File: config.mk
export PLATFORM = sky130hd
export DESIGN_NAME = edge_irq_port
export DESIGN_NICKNAME = d
export VERILOG_FILES = /design/src/rtl/eirq_pkg.sv /design/src/rtl/eirq_sync.sv /design/src/rtl/eirq_filter.sv /design/src/rtl/eirq_regs.sv /design/src/rtl/edge_irq_port.sv
export SDC_FILE = /design/constraint.sdc
export NUM_CORES = 1
export LEC_CHECK = 0
export BUFFER_PORTS_ARGS = -buffer_cell sky130_fd_sc_hd__buf_2
export CAP_MARGIN = 20
export CORE_UTILIZATION = 54
export CTS_BUF_LIST = sky130_fd_sc_hd__clkbuf_4 sky130_fd_sc_hd__clkbuf_8 sky130_fd_sc_hd__clkbuf_16
export DETAILED_ROUTE_END_ITERATION = 10
export PLACE_DENSITY = 0.86
export RECOVER_POWER = 25
export SETUP_SLACK_MARGIN = 0.02
export SYNTH_ARGS = -nofsm -noshare
export SYNTH_HDL_FRONTEND = slang
export SYNTH_SLANG_ARGS = --single-unit
File: constraint.sdc
create_clock -name clk_i -period 1.3 [get_ports clk_i]
set_input_delay 0.13 -clock clk_i [delete_from_list [all_inputs] [get_ports clk_i]]
set_output_delay 0.13 -clock clk_i [all_outputs]
set_load 0.02 [all_outputs]
File: src/rtl/eirq_pkg.sv
package eirq_pkg;

    localparam int unsigned REG_ADDR_W = 2;

    typedef enum logic [REG_ADDR_W-1:0] {
        REG_ENABLE   = 2'd0,
        REG_POLARITY = 2'd1,
        REG_FLAGS    = 2'd2,
        REG_SPARE    = 2'd3
    } reg_sel_e;

    // Filter states: BLOCKED waits for the inactive level before arming,
    // READY is armed, COUNT accumulates active cycles, HELD has reported.
    typedef enum logic [1:0] {
        F_BLOCKED = 2'd0,
        F_READY   = 2'd1,
        F_COUNT   = 2'd2,
        F_HELD    = 2'd3
    } filt_state_e;

    // A rising-polarity pin is active when high, a falling one when low.
    function automatic logic level_active(input logic lvl, input logic rising);
        return (lvl == rising);
    endfunction

endpackage

File: src/rtl/eirq_sync.sv
module eirq_sync #(
    parameter int unsigned WIDTH  = 8,
    parameter int unsigned STAGES = 2
) (
    input  logic             clk_i,
    input  logic             rst_i,
    input  logic [WIDTH-1:0] d_i,
    output logic [WIDTH-1:0] q_o
);

    logic [STAGES-1:0][WIDTH-1:0] chain_q;

    always_ff @(posedge clk_i) begin
        if (rst_i) chain_q[0] <= '0;
        else       chain_q[0] <= d_i;
    end

    for (genvar s = 1; s < STAGES; s++) begin : g_stage
        always_ff @(posedge clk_i) begin
            if (rst_i) chain_q[s] <= '0;
            else       chain_q[s] <= chain_q[s-1];
        end
    end

    assign q_o = chain_q[STAGES-1];

endmodule

File: src/rtl/eirq_filter.sv
module eirq_filter
    import eirq_pkg::*;
#(
    parameter int unsigned VALID_CYCLES = 4
) (
    input  logic clk_i,
    input  logic rst_i,
    input  logic level_i,
    input  logic rising_i,
    output logic hit_o
);

    localparam int unsigned CNT_W = $clog2(VALID_CYCLES + 1);
    localparam logic [CNT_W-1:0] LAST = CNT_W'(VALID_CYCLES - 1);

    filt_state_e      state_q, state_d;
    logic [CNT_W-1:0] cnt_q, cnt_d;
    logic             rising_q;
    logic             active;
    logic             pol_chg;
    logic             hit;

    assign active  = level_active(level_i, rising_i);
    assign pol_chg = (rising_i != rising_q);

    always_comb begin
        state_d = state_q;
        cnt_d   = cnt_q;
        hit     = 1'b0;
        if (pol_chg) begin
            state_d = F_BLOCKED;
            cnt_d   = '0;
        end else begin
            unique case (state_q)
                F_BLOCKED: begin
                    if (!active) state_d = F_READY;
                end
                F_READY: begin
                    if (active) begin
                        state_d = F_COUNT;
                        cnt_d   = CNT_W'(1);
                    end
                end
                F_COUNT: begin
                    if (!active) begin
                        state_d = F_READY;
                        cnt_d   = '0;
                    end else if (cnt_q == LAST) begin
                        hit     = 1'b1;
                        state_d = F_HELD;
                        cnt_d   = '0;
                    end else begin
                        cnt_d = cnt_q + CNT_W'(1);
                    end
                end
                F_HELD: begin
                    if (!active) state_d = F_READY;
                end
                default: begin
                    state_d = F_BLOCKED;
                    cnt_d   = '0;
                end
            endcase
        end
    end

    always_ff @(posedge clk_i) begin
        if (rst_i) begin
            state_q  <= F_BLOCKED;
            cnt_q    <= '0;
            rising_q <= 1'b0;
        end else begin
            state_q  <= state_d;
            cnt_q    <= cnt_d;
            rising_q <= rising_i;
        end
    end

    assign hit_o = hit;

    // the counter never reaches the valid length itself
    a_r4_cnt_bound: assert property (@(posedge clk_i) disable iff (rst_i)
        cnt_q < CNT_W'(VALID_CYCLES));

    // one held level gives a single event
    a_r6_single_hit: assert property (@(posedge clk_i) disable iff (rst_i)
        hit_o |=> !hit_o);

    // a polarity change cannot be followed at once by an event
    a_r10_polchg_quiet: assert property (@(posedge clk_i) disable iff (rst_i)
        pol_chg |=> !hit_o);

    // an inactive level leaves the counter empty
    a_r4_inactive_clears: assert property (@(posedge clk_i) disable iff (rst_i)
        (!active && !pol_chg) |=> (cnt_q == '0));

endmodule

File: src/rtl/eirq_regs.sv
module eirq_regs
    import eirq_pkg::*;
#(
    parameter int unsigned NPINS = 8
) (
    input  logic                  clk_i,
    input  logic                  rst_i,
    input  logic                  wr_i,
    input  logic [REG_ADDR_W-1:0] addr_i,
    input  logic [NPINS-1:0]      wdata_i,
    input  logic [NPINS-1:0]      set_i,
    output logic [NPINS-1:0]      en_o,
    output logic [NPINS-1:0]      pol_o,
    output logic [NPINS-1:0]      flag_o,
    output logic [NPINS-1:0]      rdata_o
);

    reg_sel_e         sel;
    logic [NPINS-1:0] en_q, pol_q, flag_q;
    logic [NPINS-1:0] clr;

    assign sel = reg_sel_e'(addr_i);
    assign clr = (wr_i && sel == REG_FLAGS) ? wdata_i : '0;

    always_ff @(posedge clk_i) begin
        if (rst_i) begin
            en_q   <= '0;
            pol_q  <= '0;
            flag_q <= '0;
        end else begin
            if (wr_i && sel == REG_ENABLE)   en_q  <= wdata_i;
            if (wr_i && sel == REG_POLARITY) pol_q <= wdata_i;
            // set after clear: an event in the clearing cycle survives
            flag_q <= (flag_q & ~clr) | set_i;
        end
    end

    always_comb begin
        unique case (sel)
            REG_ENABLE:   rdata_o = en_q;
            REG_POLARITY: rdata_o = pol_q;
            REG_FLAGS:    rdata_o = flag_q;
            default:      rdata_o = '0;
        endcase
    end

    assign en_o   = en_q;
    assign pol_o  = pol_q;
    assign flag_o = flag_q;

    for (genvar i = 0; i < NPINS; i++) begin : g_chk
        // a flag only rises because its filter reported
        a_r3_flag_cause: assert property (@(posedge clk_i) disable iff (rst_i)
            $rose(flag_q[i]) |-> $past(set_i[i]));
        // an event always leaves the flag set
        a_r9_set_wins: assert property (@(posedge clk_i) disable iff (rst_i)
            set_i[i] |=> flag_q[i]);
        // a clear with no event empties the bit
        a_r8_clear: assert property (@(posedge clk_i) disable iff (rst_i)
            (clr[i] && !set_i[i]) |=> !flag_q[i]);
    end

endmodule

File: src/rtl/edge_irq_port.sv
module edge_irq_port
    import eirq_pkg::*;
#(
    parameter int unsigned NPINS        = 8,
    parameter int unsigned SYNC_STAGES  = 2,
    parameter int unsigned VALID_CYCLES = 4
) (
    input  logic             clk_i,
    input  logic             rst_i,
    input  logic [NPINS-1:0] pins_i,
    input  logic             reg_wr_i,
    input  logic [1:0]       reg_addr_i,
    input  logic [NPINS-1:0] reg_wdata_i,
    output logic [NPINS-1:0] reg_rdata_o,
    input  logic             lowpwr_i,
    output logic             irq_o,
    output logic             wake_o
);

    logic [NPINS-1:0] pins_s;
    logic [NPINS-1:0] hits;
    logic [NPINS-1:0] en, pol, flag;

    eirq_sync #(.WIDTH(NPINS), .STAGES(SYNC_STAGES)) u_sync (
        .clk_i (clk_i),
        .rst_i (rst_i),
        .d_i   (pins_i),
        .q_o   (pins_s)
    );

    for (genvar i = 0; i < NPINS; i++) begin : g_pin
        eirq_filter #(.VALID_CYCLES(VALID_CYCLES)) u_filt (
            .clk_i    (clk_i),
            .rst_i    (rst_i),
            .level_i  (pins_s[i]),
            .rising_i (pol[i]),
            .hit_o    (hits[i])
        );
    end

    eirq_regs #(.NPINS(NPINS)) u_regs (
        .clk_i   (clk_i),
        .rst_i   (rst_i),
        .wr_i    (reg_wr_i),
        .addr_i  (reg_addr_i),
        .wdata_i (reg_wdata_i),
        .set_i   (hits),
        .en_o    (en),
        .pol_o   (pol),
        .flag_o  (flag),
        .rdata_o (reg_rdata_o)
    );

    assign irq_o  = |(flag & en);
    assign wake_o = irq_o & lowpwr_i;

    // no wake request without an interrupt request
    a_r11_wake_needs_irq: assert property (@(posedge clk_i) disable iff (rst_i)
        wake_o |-> irq_o);

    // with every enable clear the request stays low
    a_r7_enable_gates: assert property (@(posedge clk_i) disable iff (rst_i)
        (en == '0) |-> !irq_o);

endmodule

==> Word-level counts from Yosys, hierarchy flattened <==
Cells that the tools add are included.
{ "op_classes": {"addsub": 8, "eq_ne": 74, "mux": 106, "bitwise": 5, "n_reduce_logical": 53} }
{ "ops": {"columns": ["cell", "n"], "rows": [
  ["2-to-1 mux 3 bit", 24],
  ["2-to-1 mux 2 bit", 32],
  ["case mux 2 bit (3 select lines)", 8],
  ["case mux 3 bit (2 select lines)", 8],
  ["equality test 2 bit (second input constant)", 17],
  ["2-to-1 mux 1 bit", 32],
  ["OR reduction 2 bit", 16],
  ["adder 3 x 1 -> 3 bit (second input constant)", 8],
  ["equality test 3 x 2 -> 1 bit (second input constant)", 8],
  ["!= test 3 bit (second input constant)", 8],
  ["case mux 8 bit (3 select lines)", 1],
  ["AND reduction 3 bit", 8],
  ["equality test 2 x 1 -> 1 bit (second input constant)", 9],
  ["logical NOT 2 bit", 9],
  ["bitwise AND 8 bit", 2],
  ["!= test 2 x 1 -> 1 bit (second input constant)", 8],
  ["!= test 2 bit (second input constant)", 8],
  ["AND reduction 2 bit", 8],
  ["nonzero test 2 bit", 8],
  ["equality test 1 bit", 8],
  ["2-to-1 mux 8 bit", 1],
  ["!= test 1 bit", 8],
  ["inverter 8 bit", 1],
  ["bitwise OR 8 bit", 1],
  ["other kinds (3)", 5]
]} }
{ "totals": {"regBits": 88, "in_bits": 22, "output_inout_bits": 10, "elab_cells": 275} }

==> Depth between registers and ports, before layout <==
Gate-level depths: netlist of the first run.
{ "depth": {"ltp_word": 6, "depth_mapped": 7, "ltp_nobuf": 6} }

==> By module <==
From an unflattened synthesis of the first run, not the netlist that was laid out.
{ "unflattened": {"cells_unflattened": 479, "hier_area_um2": 4699.5} }
{ "by_module_without_submodules": {"columns": ["mod", "instances", "cells_each", "area_each_um2", "seq_area_each_um2"], "rows": [
  ["eirq_filter", 8, 39, 365.4, 120.1],
  ["eirq_regs", 1, 119, 1176.1, 480.5],
  ["eirq_sync", 1, 41, 524.3, 320.3],
  ["edge_irq_port", 1, 7, 76.3, 0.0]
]} }

==> Worst setup path after synthesis of the first run <==
Ideal clock, no wire load.
{ "synth_path": {"kind": "flip-flop to output port", "from": "register u_regs.flag_q[3] (netlist: u_regs.flag_o[3])", "to": "output port wake_o", "arrival_time_ns": 1.248, "required_time_ns": 1.170, "setup_slack_ns": -0.078, "path_stages_with_launch": 5, "n_path_buf": 0, "cell_sequence": "dfxtp_1 > a22o_1 > a221oi_1 > nand3_1 > and2_1"} }
{ "synth_between": {"elab_chain_cells": 3} }
{ "synth_lines": {"columns": ["item", "line", "text"], "rows": [
  ["start, declared", "eirq_regs.sv:19", "logic [NPINS-1:0] en_q, pol_q, flag_q;"],
  ["start signal, assigned", "eirq_regs.sv:34", "flag_q <= (flag_q & ~clr) | set_i;"],
  ["bitwise AND 8 bit", "edge_irq_port.sv:54", "assign irq_o = |(flag & en);"],
  ["OR reduction 8 bit", "edge_irq_port.sv:54", null],
  ["via irq_o", "edge_irq_port.sv:16", "output logic irq_o,"],
  ["bitwise AND 1 bit", "edge_irq_port.sv:55", "assign wake_o = irq_o & lowpwr_i;"],
  ["end, declared", "edge_irq_port.sv:17", "output logic wake_o"]
]} }
The timed path passes the listed nets, and every way through them passes these cells.

==> Worst setup path in the final report of the first run <==
{ "layout_path": {"from": "register u_regs.en_q[3] (netlist: u_regs.en_o[3])", "to": "output port wake_o"} }
{ "layout_between": {"elab_chain_cells": 3} }
{ "layout_lines": {"columns": ["item", "line", "text"], "rows": [
  ["start, declared", "eirq_regs.sv:19", null],
  ["start signal, assigned", "eirq_regs.sv:31", "if (wr_i && sel == REG_ENABLE) en_q <= wdata_i;"],
  ["bitwise AND 8 bit", "edge_irq_port.sv:54", null],
  ["OR reduction 8 bit", "edge_irq_port.sv:54", null],
  ["bitwise AND 1 bit", "edge_irq_port.sv:55", null]
]} }
Every way passes these cells.

==> metrics.csv, run 1 <==
stage;metric;value;unit
die;die_area;8520;um2
sta;slew_headroom;40.5;%
worst_setup_path;path_cells;a22o_1 > a221oi_2 > nand3_2 > and2_4 > buf_6;
clocking;clk_pin_slew;0.08;ns
global_route;grt_overflow;0;
routing;wl;10.7;mm
clocking;cts_tree;done;
sta;worst_pin_slew;0.893;ns
placed_design;gp_congestion;0.801;
worst_setup_path;criticalPathCategory;reg -> out;
sta;finalSetupTns;-0.966;ns
worst_setup_path;worstPathArrival;1.59;ns
status;violations;setup timing;
sta;final-setup-viol-count;5;
clocking;worstSkewPairLatency;0.35;ns
clocking;cts-root-buf;clkbuf_8;
logic_synthesis;synth_cell_types;50;
logic_synthesis;synthArstFlopShare;0;%
finish;final_util;73.6;%
die;die_w;92.3;um
worst_setup_path;crit_family;compound AO/OA/AOI/OAI gates;
sta;period_minus_slack;1.72;ns
global_route;grt_pass1_wl;16.0;mm
routing;post_drt_wl_per_cell;15.6;um
die;ios;32;
finish;fin_nets;626;
die;initial_core_util;56.4;%
clocking;cts_htree_levels;3;
routing;drtIter0Drc;160;
worst_setup_path;timing.critical_path.buf_inv;1;
clocking;clk_path_buf_depth;2;
logic_synthesis;synth_nets;545;
worst_setup_path;crit_path_max_incr_delay;0.33;ns
placed_design;preCtsSetupSlack;-0.0408;ns
global_route;grt.total_usage;23.6;%
logic_synthesis;synth-seq-cells;88;
worst_setup_path;r2r_slack;0.04;ns
sta;fin_ws;-0.425;ns
logic_synthesis;netlist_area;4400;um2
status;outcome;complete, but fails checks;
min_path;hold_path.class;in -> reg;
routing;antenna_left;0;
die;num_rows;32;
logic_synthesis;yosys_warnings;0;
pwr;p_leak;0.00237;uW
worst_setup_path;cp-start-kind;register;
logic_synthesis;avgSynthCellArea;8.82;um2
placed_design;placed_area;4880;um2
sta;worst_clock_skew;0.00890;ns
logic_synthesis;ys.flop_type;dfxtp_1;
die;fp.dieH;92.3;um
sta;rsz0062_at_grt;true;
finish;area_growth;30.6;%
pwr;power_density;1550;nW/um2
sta;finalHoldViolations;0;
min_path;worstHoldPathCells;3;
sta;fin_crit_sh;133;%
routing;drt_pass1_iterations;4;
clocking;cts_inserted_buffers;9;
logic_synthesis;synth_edf_count;0;
worst_setup_path;endpoint_kind;output pin;
global_route;grt_pass1_vias;3607;
routing;via_count;3836;
worst_setup_path;critPathRequiredTime;1.17;ns
logic_synthesis;netlist_instances;499;
clocking;cts_sinks;88;
global_route;antenna_found_initial;0;
global_route;grt_max_degree;20;
die;core-area;7810;um2
routing;drc;0;
pwr;peakVddDrop;0.000932;V
placed_design;numPortBuffers;31;
finish;drive_above_1_share;37.6;%
logic_synthesis;ys_seq_area_share;40.0;%
sta;fmax;0.580;GHz
finish;n_antenna_cell;0;
worst_setup_path;crit_fanout;2;
placed_design;hpwl;6.65;mm
worst_setup_path;slowest_stage;dfxtp_2;
routing;viasPerCell;5.61;
flow_run;maxCapViolCount;0;
finish;fin_area;5750;um2
sta;final_max_slew_viol_count;0;
worst_setup_path;reg2reg_depth;6;
worst_setup_path;cp_num_cells;5;
synthesized netlist by cell type (all sizes together) (10+ instances only):
cell type   n  share of area, %
nand2      40               3.4
mux2i      28               6.4
inv        32               2.7
nand3      11               1.3
a21oi      21               2.5
nand2b     14               2.0
nor2b      32               4.5
xnor2      10               2.3
o21ai      25               2.8
dfxtp      88                40
nor2       50               4.3
buf        12               1.5
clkbuf     11              0.94
ha         24               6.8
placed cells by master (no fill, tap or decap), types with 8 or more instances in the layout:
cell type       n
dfxtp_1        44
nand2_1        38
nor2b_1        29
dlygate4sd3_1   8
nand3_1        10
buf_4          48
mux2i_1        23
nand2b_1       10
inv_1          26
a21oi_1        14
nor2_1         50
o21ai_0        16
clkbuf_8        9
dfxtp_2        34
buf_6          10
ha_4            8
buf_2          21
ha_2           13
dfxtp_4        10
power breakdown:
group          switching, uW  leakage [uW]  total, uW  internal [uW]
combinational           1890       0.00155       3810           1920
sequential               369      0.000740       3510           3140
clock                    914     0.0000817       1620            701
total                   3170       0.00237       8940           5770
layer usage:
| metal | track usage, % | share of wire [%] | vias up |
|---|---|---|---|
| met5 | 0 | 0 | - |
| met4 | 8.98 | 2.6 | 0 |
| met3 | 4.93 | 3.2 | 26 |
| met2 | 43.0 | 53 | 81 |
| met1 | 27.0 | 41 | 1845 |
| li1 | - | - | 1884 |
registers in the layout, summed over array words and instances, names as in the netlist:
register	flops
g_pin.u_filt.cnt_q	24
g_pin.u_filt.state_q	16
g_pin.u_filt.rising_q	8
u_regs.en_o	8
u_regs.flag_o	8
u_regs.pol_o	8
u_sync.chain_q	8
u_sync.q_o	8
kinds of logic (layout without fill, tap and decap cells):
kind of cell / Yosys count / in the layout / share of synthesized area (%)
and+or+nand+nor: 172 / 172 / 19.4
muxes: 28 / 28 / 6.37
AOI/OAI and AO/OA: 113 / 113 / 17.9
buffers and inverters: 55 / 138 / 5.20
xor gates and xnor gates: 19 / 19 / 4.29
adders and majority gates: 24 / 24 / 6.82
DFF: 88 / 88 / 40.0
stage by stage:
step | std cells | hold WS [ns] | total power, uW
6_report | 684 | 0.0480 | 8940
3_3_place_gp | 645 | 0.340 | 6130
4_1_cts | 673 | 0.0433 | 8060
3_5_place_dp | 645 | 0.344 | 6350
2_1_floorplan | 499 | 0.258 | 5670
5_1_grt | 684 | 0.0750 | 9500
tightest hold or removal path, stage by stage:
cell and delay, ns:
buf_2 0.10, mux2i_1 0.06, nor2_1 0.07
repair_timing:
item                                   CTS  global route
setup endpoints to repair               30            47
hold buffers                             8             0
pin swaps                                5            27
endpoints found under the hold margin    8             0
setup buffers                            7            15
resized for setup                       53           108
final cells by class:
class	instances	area [um2]
clock buffers	11	139
clock inverters	2	10.0
fillers	505	2060
inverters	32	120
multi-input cells	356	2810
flip-flops and latches	88	1840
well taps	102	128
repair buffers	93	699
worst paths after layout:
kind                                           startpoint                                    end
hold / removal                             reg_wdata_i[4]           u_regs.pol_o[4]$_SDFFE_PP0P_
hold reg to reg     g_pin[4].u_filt.cnt_q[2]$_SDFFE_PP0P_  g_pin[4].u_filt.cnt_q[2]$_SDFFE_PP0P_
setup reg to reg  g_pin[1].u_filt.state_q[1]$_SDFFE_PP0P_  g_pin[1].u_filt.cnt_q[0]$_SDFFE_PP0P_
setup / recovery              u_regs.en_o[3]$_SDFFE_PP0P_                                 wake_o
Power figures use the tool's default switching activity.
==> run 2, diff against run 1 <==
--- a/config.mk
+++ b/config.mk
@@ -7,10 +7,12 @@
 export LEC_CHECK = 0
 export BUFFER_PORTS_ARGS = -buffer_cell sky130_fd_sc_hd__buf_2
 export CAP_MARGIN = 20
-export CORE_UTILIZATION = 54
+export CELL_PAD_IN_SITES_DETAIL_PLACEMENT = 0
+export CELL_PAD_IN_SITES_GLOBAL_PLACEMENT = 1
+export CORE_UTILIZATION = 42
 export CTS_BUF_LIST = sky130_fd_sc_hd__clkbuf_4 sky130_fd_sc_hd__clkbuf_8 sky130_fd_sc_hd__clkbuf_16
 export DETAILED_ROUTE_END_ITERATION = 10
-export PLACE_DENSITY = 0.86
+export PLACE_DENSITY = 0.87
 export RECOVER_POWER = 25
 export SETUP_SLACK_MARGIN = 0.02
 export SYNTH_ARGS = -nofsm -noshare
==> metrics.csv, run 2 (synthesis results as in run 1) <==
stage;metric;value;unit;change
die;fp.dieH;104;um;+13%
die;core-area;10200;um2;+31%
placed_design;numPortBuffers;31;;unchanged
clocking;cts-root-buf;clkbuf_8;;
die;die_w;104;um;+13%
placed_design;hpwl;6.78;mm;+1.9%
sta;rsz0062_at_grt;true;;
global_route;grt_pass1_wl;15.8;mm;-0.95%
routing;drc;2;;+2
clocking;cts_tree;done;;
routing;highest_layer;met4;;
global_route;grt_overflow;0;;unchanged
sta;period_minus_slack;1.68;ns;-0.0434 ns
finish;final_util;56.3;%;-17 points
sta;worst_clock_skew;0.0118;ns;+0.00293 ns
routing;drtIter0Drc;86;;-46%
pwr;power_density;1560;nW/um2;+0.25%
sta;fmax;0.595;GHz;+2.6%
routing;wl;9.81;mm;-8.1%
sta;worst_pin_slew;0.876;ns;-0.0175 ns
finish;area_growth;30.9;%;
sta;final-setup-viol-count;6;;+1
routing;dr_wl_met2;5.05;mm;-11%
clocking;cts_htree_levels;3;;unchanged
die;die_area;10900;um2;+28%
finish;fin_nets;629;;+0.48%
sta;fin_crit_sh;129;%;-3.3 points
routing;drt_pass1_iterations;7;;+3
clocking;worstSkewPairLatency;0.37;ns;+0.02 ns
die;initial_core_util;43.0;%;-13 points
worst_setup_path;cp-start-kind;register;;
routing;viasPerCell;5.12;;-8.8%
worst_setup_path;endpoint_kind;output pin;;
pwr;peakVddDrop;0.000750;V;-19%
clocking;cts_inserted_buffers;9;;unchanged
pwr;p_leak;0.00240;uW;+1.2%
clocking;cts_sinks;88;;unchanged
worst_setup_path;worstPathArrival;1.55;ns;-0.04 ns
flow_run;maxCapViolCount;0;;unchanged
routing;drt-met1-wl;4.24;mm;-3.6%
routing;wl_met3;322;um;-5.3%
global_route;grt.total_usage;17.9;%;-5.7 points
min_path;hold_path.class;in -> reg;;
routing;via_count;3705;;-3.4%
finish;reg_top3;g_pin.u_filt.cnt_q x24, g_pin.u_filt.state_q x16;;
clocking;clk_path_buf_depth;2;;unchanged
worst_setup_path;critPathRequiredTime;1.17;ns;about the same
die;ios;32;;unchanged
die;num_rows;37;;+16%
placed_design;gp_congestion;0.780;;-2.6%
status;outcome;complete, but fails checks;;
global_route;grt_max_degree;16;;-20%
clocking;clk_pin_slew;0.09;ns;about the same
worst_setup_path;crit_fanout;2;;unchanged
sta;slew_headroom;41.6;%;+1.2 points
finish;largest_reg_flops;24;;unchanged
finish;n_antenna_cell;0;;unchanged
finish;layout_common_cells;buf_4 (51), nor2_1 (47), dfxtp_1 (43);;
sta;finalHoldViolations;0;;unchanged
routing;antenna_left;0;;unchanged
finish;regMostFlops;g_pin.u_filt.cnt_q;;
sta;fin_ws;-0.381;ns;+0.0434 ns
routing;post_drt_wl_per_cell;13.6;um;-13%
global_route;grt_pass1_vias;3638;;+0.86%
finish;drive_above_1_share;35.9;%;-1.7 points
sta;whs;0.0424;ns;-0.00569 ns
sta;final_max_slew_viol_count;0;;unchanged
finish;layout_commonest_cell;buf_4;;
worst_setup_path;criticalPathCategory;reg -> out;;
global_route;antenna_found_initial;0;;unchanged
status;violations;DRC, setup timing;;
[run 2: changes by cell type in the layout (fill, tap and decap cells not counted), sizes merged]
cell	change
clkinv	+3
clkbuf	+2
bufinv	+1
[run 2: area by class of cell]
cell class	count	area, um2
Tap cell	136	170
Sequential cell	88	1830
Clock inverter	6	58.8
Timing Repair Buffer	96	697
Clock buffer	10	138
Fill cell	889	4470
Inverter	32	120
Multi-Input combinational cell	356	2750
[run 2: final timing paths]
path	start	endpoint	slack [ns]	cells past startpoint
worst max-delay path	u_regs.en_o[3]$_SDFFE_PP0P_	wake_o	-0.38	5
worst min-delay path	reg_wdata_i[6]	u_regs.pol_o[6]$_SDFFE_PP0P_	0.04	3
worst max register to register	g_pin[7].u_filt.cnt_q[1]$_SDFFE_PP0P_	g_pin[7].u_filt.state_q[0]$_SDFFE_PP0P_	0.03	6
worst min register to register	g_pin[4].u_filt.cnt_q[2]$_SDFFE_PP0P_	g_pin[4].u_filt.cnt_q[2]$_SDFFE_PP0P_	0.43	2
[run 2: critical path, stage by stage, from the launching register on]
cell and delay (ns):
dfxtp_2 0.33, a22o_1 0.23, a221oi_2 0.20, nand3_2 0.13
and2_4 0.17, buf_6 0.13
[run 2: per-layer routing]
layer | up-vias | track usage, %
li1 | 1891 | -
met1 | 1748 | 20.5
met2 | 48 | 32.4
met3 | 18 | 3.88
met4 | 0 | 6.84
met5 | - | 0
[run 2: where the power goes]
group,internal [uW],switching (uW)
combinational,1830,1760
clock,930,960
sequential,3150,349
total,5910,3070
[run 2: per-stage QoR]
step | setup slack [ns] | instances | TNS [ns] | area, um2 | power (uW)
3_5_place_dp | -0.0521 | 685 | -0.148 | 4950 | 6350
6_report | -0.381 | 724 | -0.897 | 5760 | 8980
3_3_place_gp | -0.0701 | 685 | -0.0701 | 4950 | 6210
2_1_floorplan | 0.0114 | 499 | 0 | 4420 | 5670
4_1_cts | -0.416 | 717 | -0.921 | 5420 | 8390
5_1_grt | -0.469 | 724 | -1.63 | 5760 | 9620
[run 2: repair_timing]
item | 4_1_cts | 5_1_grt
resized for setup | 57 | 88
hold endpoints to repair | 8 | 0
pin swaps | 6 | 23
hold buffers | 8 | 0
setup buffers | 8 | 7
setup endpoints to repair | 25 | 48
